$ cat src/rtl/rxf_pkg.sv
package rxf_pkg;

    typedef enum logic {
        REQ_IDLE = 1'b0,
        REQ_HELD = 1'b1
    } req_state_t;

    // Threshold for a select code, scaled to the buffer depth.
    function automatic int unsigned trig_level(input logic [1:0] sel, input int unsigned depth);
        unique case (sel)
            2'b00:   return 1;
            2'b01:   return depth / 4;
            2'b10:   return depth / 2;
            default: return depth - 2;
        endcase
    endfunction

endpackage

$ cat src/rtl/rxf_store.sv
module rxf_store #(
    parameter int unsigned ENT_W = 11,
    parameter int unsigned DEPTH = 16,
    localparam int unsigned PTR_W = $clog2(DEPTH),
    localparam int unsigned CNT_W = $clog2(DEPTH + 1)
) (
    input  logic             clk,
    input  logic             rst_n,
    input  logic             flush,
    input  logic             wr_en,
    input  logic [ENT_W-1:0] wr_ent,
    input  logic             rd_en,
    input  logic [CNT_W-1:0] cap,
    output logic [CNT_W-1:0] level,
    output logic [ENT_W-1:0] rd_ent,
    output logic             ovr
);
    logic [ENT_W-1:0] mem [DEPTH];
    logic [PTR_W-1:0] wptr, rptr;
    logic             full, take_wr, take_rd;

    assign full    = (level >= cap);
    assign take_wr = wr_en && !full && !flush;
    assign take_rd = rd_en && (level != '0) && !flush;

    always_ff @(posedge clk) begin
        if (take_wr) begin
            mem[wptr] <= wr_ent;
        end
    end

    always_ff @(posedge clk or negedge rst_n) begin
        if (!rst_n) begin
            wptr   <= '0;
            rptr   <= '0;
            level  <= '0;
            rd_ent <= '0;
            ovr    <= 1'b0;
        end else if (flush) begin
            wptr  <= '0;
            rptr  <= '0;
            level <= '0;
            ovr   <= 1'b0;
        end else begin
            ovr <= wr_en && full;
            if (take_wr) begin
                wptr <= wptr + 1'b1;
            end
            if (take_rd) begin
                rptr   <= rptr + 1'b1;
                rd_ent <= mem[rptr];
            end
            unique case ({take_wr, take_rd})
                2'b10:   level <= level + 1'b1;
                2'b01:   level <= level - 1'b1;
                default: level <= level;
            endcase
        end
    end
endmodule

$ cat src/rtl/rxf_dma_fsm.sv
module rxf_dma_fsm #(
    parameter int unsigned CNT_W = 5
) (
    input  logic             clk,
    input  logic             rst_n,
    input  logic             flush,
    input  logic             blk_mode,
    input  logic [CNT_W-1:0] level,
    input  logic [CNT_W-1:0] trig,
    output logic             req
);
    import rxf_pkg::*;

    req_state_t state, state_nx;
    logic       at_trig, is_empty;

    assign at_trig  = (level >= trig);
    assign is_empty = (level == '0);

    always_ff @(posedge clk or negedge rst_n) begin
        if (!rst_n) begin
            state <= REQ_IDLE;
        end else begin
            state <= state_nx;
        end
    end

    always_comb begin
        state_nx = state;
        req      = 1'b0;
        unique case (state)
            REQ_IDLE: begin
                req = blk_mode && at_trig;
                if (blk_mode && at_trig && !flush) begin
                    state_nx = REQ_HELD;  // ARM
                end
            end
            REQ_HELD: begin
                req = blk_mode && !is_empty;
                if (is_empty || flush || !blk_mode) begin
                    state_nx = REQ_IDLE;  // DRAIN
                end
            end
            default: state_nx = REQ_IDLE;
        endcase
    end
endmodule

$ cat src/rtl/rx_fifo_trig.sv
module rx_fifo_trig #(
    parameter int unsigned DATA_W = 8,
    parameter int unsigned FLAG_W = 3,
    parameter int unsigned DEPTH  = 16
) (
    input  logic              clk,
    input  logic              rst_n,
    input  logic              wr_en,
    input  logic [DATA_W-1:0] wr_data,
    input  logic [FLAG_W-1:0] wr_flags,
    input  logic              rd_en,
    input  logic              buf_en,
    input  logic              flush,
    input  logic              dma_mode,
    input  logic [1:0]        trig_sel,
    input  logic              rx_int_en,
    output logic [DATA_W-1:0] rd_data,
    output logic [FLAG_W-1:0] rd_flags,
    output logic              rx_avail_irq,
    output logic              rxrdy,
    output logic              overrun
);
    import rxf_pkg::*;

    localparam int unsigned ENT_W = DATA_W + FLAG_W;
    localparam int unsigned CNT_W = $clog2(DEPTH + 1);

    logic [CNT_W-1:0] level, cap, trig;
    logic [ENT_W-1:0] rd_ent;
    logic             blk_req, blk_mode;

    assign cap      = buf_en ? CNT_W'(DEPTH) : CNT_W'(1);
    assign trig     = buf_en ? CNT_W'(trig_level(trig_sel, DEPTH)) : CNT_W'(1);
    assign blk_mode = buf_en && dma_mode;

    rxf_store #(.ENT_W(ENT_W), .DEPTH(DEPTH)) u_store (
        .clk    (clk),
        .rst_n  (rst_n),
        .flush  (flush),
        .wr_en  (wr_en),
        .wr_ent ({wr_flags, wr_data}),
        .rd_en  (rd_en),
        .cap    (cap),
        .level  (level),
        .rd_ent (rd_ent),
        .ovr    (overrun)
    );

    rxf_dma_fsm #(.CNT_W(CNT_W)) u_dma (
        .clk      (clk),
        .rst_n    (rst_n),
        .flush    (flush),
        .blk_mode (blk_mode),
        .level    (level),
        .trig     (trig),
        .req      (blk_req)
    );

    assign {rd_flags, rd_data} = rd_ent;
    assign rx_avail_irq        = rx_int_en && (level >= trig);
    assign rxrdy               = blk_mode ? blk_req : (level != '0);
endmodule

$ cat config.mk
export PLATFORM = sky130hd
export DESIGN_NAME = rx_fifo_trig
export DESIGN_NICKNAME = d
export VERILOG_FILES = /design/src/rtl/rxf_pkg.sv /design/src/rtl/rxf_store.sv /design/src/rtl/rxf_dma_fsm.sv /design/src/rtl/rx_fifo_trig.sv
export SDC_FILE = /design/constraint.sdc
export NUM_CORES = 1
export LEC_CHECK = 0
export BUFFER_PORTS_ARGS = -buffer_cell sky130_fd_sc_hd__clkbuf_2
export CORE_MARGIN = 3
export CORE_UTILIZATION = 25
export CTS_BUF_LIST = sky130_fd_sc_hd__clkbuf_16
export CTS_CLUSTER_DIAMETER = 60
export CTS_CLUSTER_SIZE = 10
export DETAILED_ROUTE_END_ITERATION = 16
export PLACE_DENSITY_LB_ADDON = 0.2
export SKIP_CTS_REPAIR_TIMING = 1
export SYNTH_ARGS = -nofsm -noshare
export SYNTH_HDL_FRONTEND = slang
export SYNTH_SLANG_ARGS = --single-unit
$ cat constraint.sdc
create_clock -name clk -period 4.6 [get_ports clk]
set_input_delay 0.46 -clock clk [delete_from_list [all_inputs] [get_ports clk]]
set_output_delay 0.46 -clock clk [all_outputs]
set_load 0.05 [all_outputs]
After elaboration in Yosys (flattened, before gate mapping):

Memories as Yosys holds them, arrays and structs flattened. A register that Yosys moved wholly into a read port is not among the register bits.
Index checks and enable logic that the tools add are counted.

* memory bits (read-only): 0
* logic and storage cells: 59
* latch bits: 0
* memories: 1
* input bits: 21
* bits in registers: 15
* bits in writable memories: 176

Memory list
* u_store.mem: depth 16, bits a word 11, read ports 1, clocked after memory_dff 1, wr ports 1, RTL line rxf_store.sv:18 `logic [ENT_W-1:0] mem [DEPTH];`

* $mul: 0
* mux-type cells: 17
* shift operators: 0
* $lt $le $gt $ge: 2
* bitwise logic cells: 2
* add/sub/neg operators: 4
* divide/modulo/power cells: 0
* eq/ne operators: 4
* reduce and logical (&&, ||, !) cells: 24

Operator list (number)
* 4-bit two-way mux: 4
* 5-bit two-way mux: 3
* 4-bit case mux with 3 select lines: 1
* 5-bit >= comparator: 2
* 1-bit logical AND: 10
* 5-bit case mux with 2 select lines: 1
* 4-bit by 1-bit adder with 4-bit output, second input constant: 2
* 1-bit two-way mux: 6
* 5-bit by 1-bit adder with 5-bit output, second input constant: 1
* 1-bit zero test: 5
* 5-bit zero test: 1
* 5-bit nonzero test: 1
* 5-bit by 1-bit subtractor with 5-bit output, second input constant: 1
* 2-bit by 1-bit equality test with 1-bit output, second input constant: 2
* 2-bit equality test, second input constant: 2
* 1-bit case mux with 2 select lines: 2
* 2-bit nonzero test: 2
* 3-bit nonzero test: 1
* 2-bit zero test: 1
* 1-bit logical OR: 2
* 1-bit inverter: 2
* 2-bit AND reduction: 1

Logic depth before layout (Yosys ltp):

* depth after elaboration: 8
* mapped depth: 12

Cells and area by module:

Synthesis repeated with hierarchy kept, for this count alone.

* cell total of the unflattened synthesis: 472
* area total of the unflattened synthesis: 8416.8 um^2

By module, submodules not included
* rxf_store: sequential area each 5910.7 um^2, instances 1, area each 8091.5 um^2, cells an instance 425
* rxf_dma_fsm: sequential area each 25.0 um^2, instances 1, area each 172.7 um^2, cells an instance 21
* rx_fifo_trig: sequential area each 0.0 um^2, instances 1, area each 152.6 um^2, cells an instance 26

Worst setup path after synthesis:

Ideal clock, no wire load.

* path kind: input port to flip-flop
* from: input port buf_en
* to: memory u_store.mem[3][0] (enable)
* path buffers: 1
* arrival time: 2.683 ns
* library setup time: 0.408 ns
* setup slack: 1.509 ns
* stages: 7
* cells stage by stage: inv_1 > ha_1 > nor3b_2 > a21boi_1 > or3_1 > buf_2 > nor4_1

* longest elaborated chain between the ends: 7

Ends and longest elaborated chain
* start, declared: RTL line rx_fifo_trig.sv:12 `input logic buf_en,`
* 5-bit two-way mux: RTL line rx_fifo_trig.sv:32 `assign cap = buf_en ? CNT_W'(DEPTH) : CNT_W'(1);`
* 5-bit >= comparator: RTL line rxf_store.sv:22 `assign full = (level >= cap);`
* 1-bit zero test: RTL line rxf_store.sv:23 `assign take_wr = wr_en && !full && !flush;`
* 1-bit logical AND (2 in series): RTL line rxf_store.sv:23
* 1-bit two-way mux: RTL line rxf_store.sv:27 `if (take_wr) begin`
* 1-bit two-way mux (implied by the code): RTL line rxf_store.sv:28 `mem[wptr] <= wr_ent;`
* end, declared: RTL line rxf_store.sv:18

Every way passes these cells.

Final worst setup path:

* from: register u_store.level[0]
* to: memory u_store.mem[4][10] (enable)

* longest elaborated chain between the ends: 6

Ends and longest elaborated chain
* start, declared: RTL line rxf_store.sv:14 `output logic [CNT_W-1:0] level,`
* start signal, assigned: RTL line rxf_store.sv:54 `2'b10: level <= level + 1'b1;`
* start signal, assigned: RTL line rxf_store.sv:55 `2'b01: level <= level - 1'b1;`
* start signal, assigned: RTL line rxf_store.sv:56 `default: level <= level;`
* 5-bit >= comparator: RTL line rxf_store.sv:22
* 1-bit zero test: RTL line rxf_store.sv:23
* 1-bit logical AND (2 in series): RTL line rxf_store.sv:23
* 1-bit two-way mux: RTL line rxf_store.sv:27
* 1-bit two-way mux (implied by the code): RTL line rxf_store.sv:28

Every way passes these cells.

==> results.json <==
{
  "run_status": "finished, final reports clean",
  "die_y_um": 187,
  "path_clk_slew_ns": 0.06,
  "grt_antenna_before_repair": 0,
  "fmax_ghz": 0.305,
  "num_antenna_cells": 0,
  "multiInputGateArea_um2": 2210,
  "ys_async_sr_fraction_pct": 12.9,
  "p_switching_w": 0.00159,
  "finalWirelength_mm": 19.8,
  "grt_pass1_vias": 4467,
  "synthDominantCellAreaShare_pct": 64.2,
  "synth_top_cells_by_count": "edfxtp_1 (176), mux4_2 (55), dfrtp_1 (26)",
  "dieWidth_um": 187,
  "clk_path_buf_depth": 3,
  "cts_sinks": 202,
  "dp_hpwl_mm": 12.1,
  "drt_iter0_drc": 331,
  "worstSetupEndpointType": "register",
  "power_frac_seq_pct": 43.6,
  "grt_max_degree": 27,
  "skew_ns": 0.0125,
  "max_cap_viol_count": 0,
  "slew_viol_final": 0,
  "dp.cells": 884,
  "p_per_area_nw_per_um2": 538,
  "worst_setup_path_start_kind": "register",
  "drt-wirelength-per-cell_um": 21.4,
  "rr_startpoint": "u_store.level[0]",
  "crit_fanout": 11,
  "numCtsBuffers": 25,
  "worstSkewPairLatency_ns": 0.52,
  "holdWs_ns": 0.0619,
  "core_um2": 32000,
  "synth_xor_area_share_pct": 0.851,
  "synth_area_leaders": "edfxtp_1 (64%), mux4_2 (15%), dfrtp_1 (7.9%), ha_1 (1.8%), mux2_2 (1.5%)",
  "rows": 65,
  "instances_no_fill": 926,
  "globalplace.congestion": 0.751,
  "reg2reg_setup_slack_ns": 1.32,
  "rsz0062_at_grt": "no",
  "die-area_um2": 35100,
  "synth-seq-area-share_pct": 72.1,
  "post-route-period-util_pct": 71.3,
  "track_usage_pct": 11.3,
  "peakVddDrop_v": 0.000258,
  "fill_cells": 3178,
  "synth.most_common_cell": "edfxtp_1",
  "r2r-end": "u_store.mem[4][10]",
  "critPathTopFamily": "simple AND/OR/NAND/NOR gates",
  "synth-compound-area-share_pct": 2.31,
  "finalSetupViolCount": 0,
  "cp.arrival_ns": 3.41,
  "total_power_w": 0.00523,
  "drt-pass1-iter-count": 4,
  "fin_crit_ns": 3.28,
  "final-hold-violation-count": 0,
  "ctsHtreeMaxLevel": 1,
  "register_area_um2": 5940,
  "cp_num_buf_inv": 1,
  "tightest_slew_ns": 1.16,
  "io_pins": 35,
  "grt.overflow.total": 0,
  "avgViaCountPerCell": 4.51,
  "drc": 0,
  "synth_fa_ha_area_share_pct": 1.82,
  "rr_worst_depth": 7,
  "num_vias": 4180,
  "ys_seq_elements": 202,
  "hp-class": "input port to async pin",
  "ys_types": 42,
  "combinationalPowerShare_pct": 23.8,
  "start_util_pct": 25.7,
  "root_buffer": "clkbuf_16",
  "cp_slowest_stage_delay_ns": 0.93,
  "area_delta_synth_final_pct": 18.2,
  "worstPathCellList": "inv_1 > ha_1 > nor3b_2 > a21boi_1 > nor3_2 > nand2_1 > nor3_2",
  "port_buffers": 34,
  "synth_top_area_cell": "edfxtp_1",
  "synth_top_flop_cell": "edfxtp_1",
  "grt_pass1_wl_mm": 29.8,
  "yosys.area_share.simple_pct": 4.54,
  "syn-instance-count": 418,
  "yosys_warnings": 0,
  "switching_share_pct": 30.4,
  "leakage_nw": 3.21,
  "antenna_left": 0,
  "fin_setup_tns_ns": 0,
  "relSlewSlack_pct": 22.2,
  "drive_gt1_share_pct": 32.4,
  "avgSynthCellArea_um2": 19.7,
  "synth_edf_count": 176,
  "critPathSlowestCell": "nor3_2",
  "syn_nets": 451,
  "synth_top_family_by_area": "multiplexers",
  "clockPowerShare_pct": 32.6,
  "cts_tree": "built",
  "fin_nets": 509,
  "worst_path_most_repeated_cell": "nor3_2",
  "p_int_w": 0.00364,
  "critPathKind": "register to register",
  "muxShareOfSynthArea_pct": 16.7,
  "critPathRequiredTime_ns": 4.73,
  "synth_area_um2": 8230
}
-- kinds of logic after synthesis --
| logic type | count (synthesis) |
|---|---|
| compound gates | 28 |
| xor+xnor | 8 |
| fa+ha+maj | 12 |
| buf+inv | 27 |
| flops | 202 |
| mux | 67 |
| simple gates | 74 |
-- registers in the layout, indices dropped and copies added, names as in the netlist --
name,cells
u_store.mem,176
u_store.rd_ent,11
u_store.level,5
u_store.rptr,4
u_store.wptr,4
u_dma.state,1
u_store.ovr,1
-- metrics by stage --
step           util [%]  setup WS, ns  area (µm²)
5_1_grt            30.4          1.07        9730
3_3_place_gp       28.1          1.30        9020
2_1_floorplan         -          1.51        8230
6_report           30.4          1.32        9730
4_1_cts            30.4          1.31        9730
3_5_place_dp       28.1          1.21        9020
-- layout by cell type, fill, tap and decap left out, drive strengths merged, types with 7 or more instances in the layout --
cell and count:
buf 15, nand2 16, ha 12, inv 21, mux4 55, nor2 21
a21oi 10, nor3 9, mux2 11, edfxtp 176, clkbuf 59, dfrtp 26
and2 7
-- how the worst max path moves through the flow --
stage / start / to / slack, ns / cells past startpoint
3_3_place_gp: buf_en / u_store.mem[5][7] / 1.30 / 8
2_1_floorplan: buf_en / u_store.mem[3][0] / 1.51 / 7
3_5_place_dp: buf_en / u_store.mem[6][7] / 1.21 / 8
6_report: u_store.level[0] / u_store.mem[4][10] / 1.32 / 7
4_1_cts: u_store.level[0] / u_store.mem[6][0] / 1.31 / 7
5_1_grt: u_store.level[0] / u_store.mem[4][0] / 1.07 / 7
-- area by class of cell --
type                            instances  share of cell area, %
Timing Repair Buffer                   49                   3.03
Clock buffer                           25                   6.43
Inverter                                9                  0.347
Multi-Input combinational cell        189                   22.7
Tap cell                              435                   5.59
Sequential cell                       202                   61.0
Clock inverter                         17                  0.913
-- power by group through the flow --
stage	clock network (W)	logic, W	registers, W
after floorplan	0	0.000852	0.00239
after global placement	0	0.00127	0.00232
after detailed placement	0	0.00126	0.00232
after CTS	0.00176	0.00127	0.00229
after global routing	0.00184	0.00135	0.00231
final	0.00171	0.00125	0.00228
-- metal layers --
layer	track usage (%)	vias to the layer above	part of all wire [%]	wire length [µm]
met1	16.0	2232	46	9050
met4	2.66	0	2.2	436
met5	0	-	0	0
met2	18.1	103	47	9320
met3	2.17	35	5.0	999
li1	-	1810	-	-
Power figures use the tool's default switching activity.
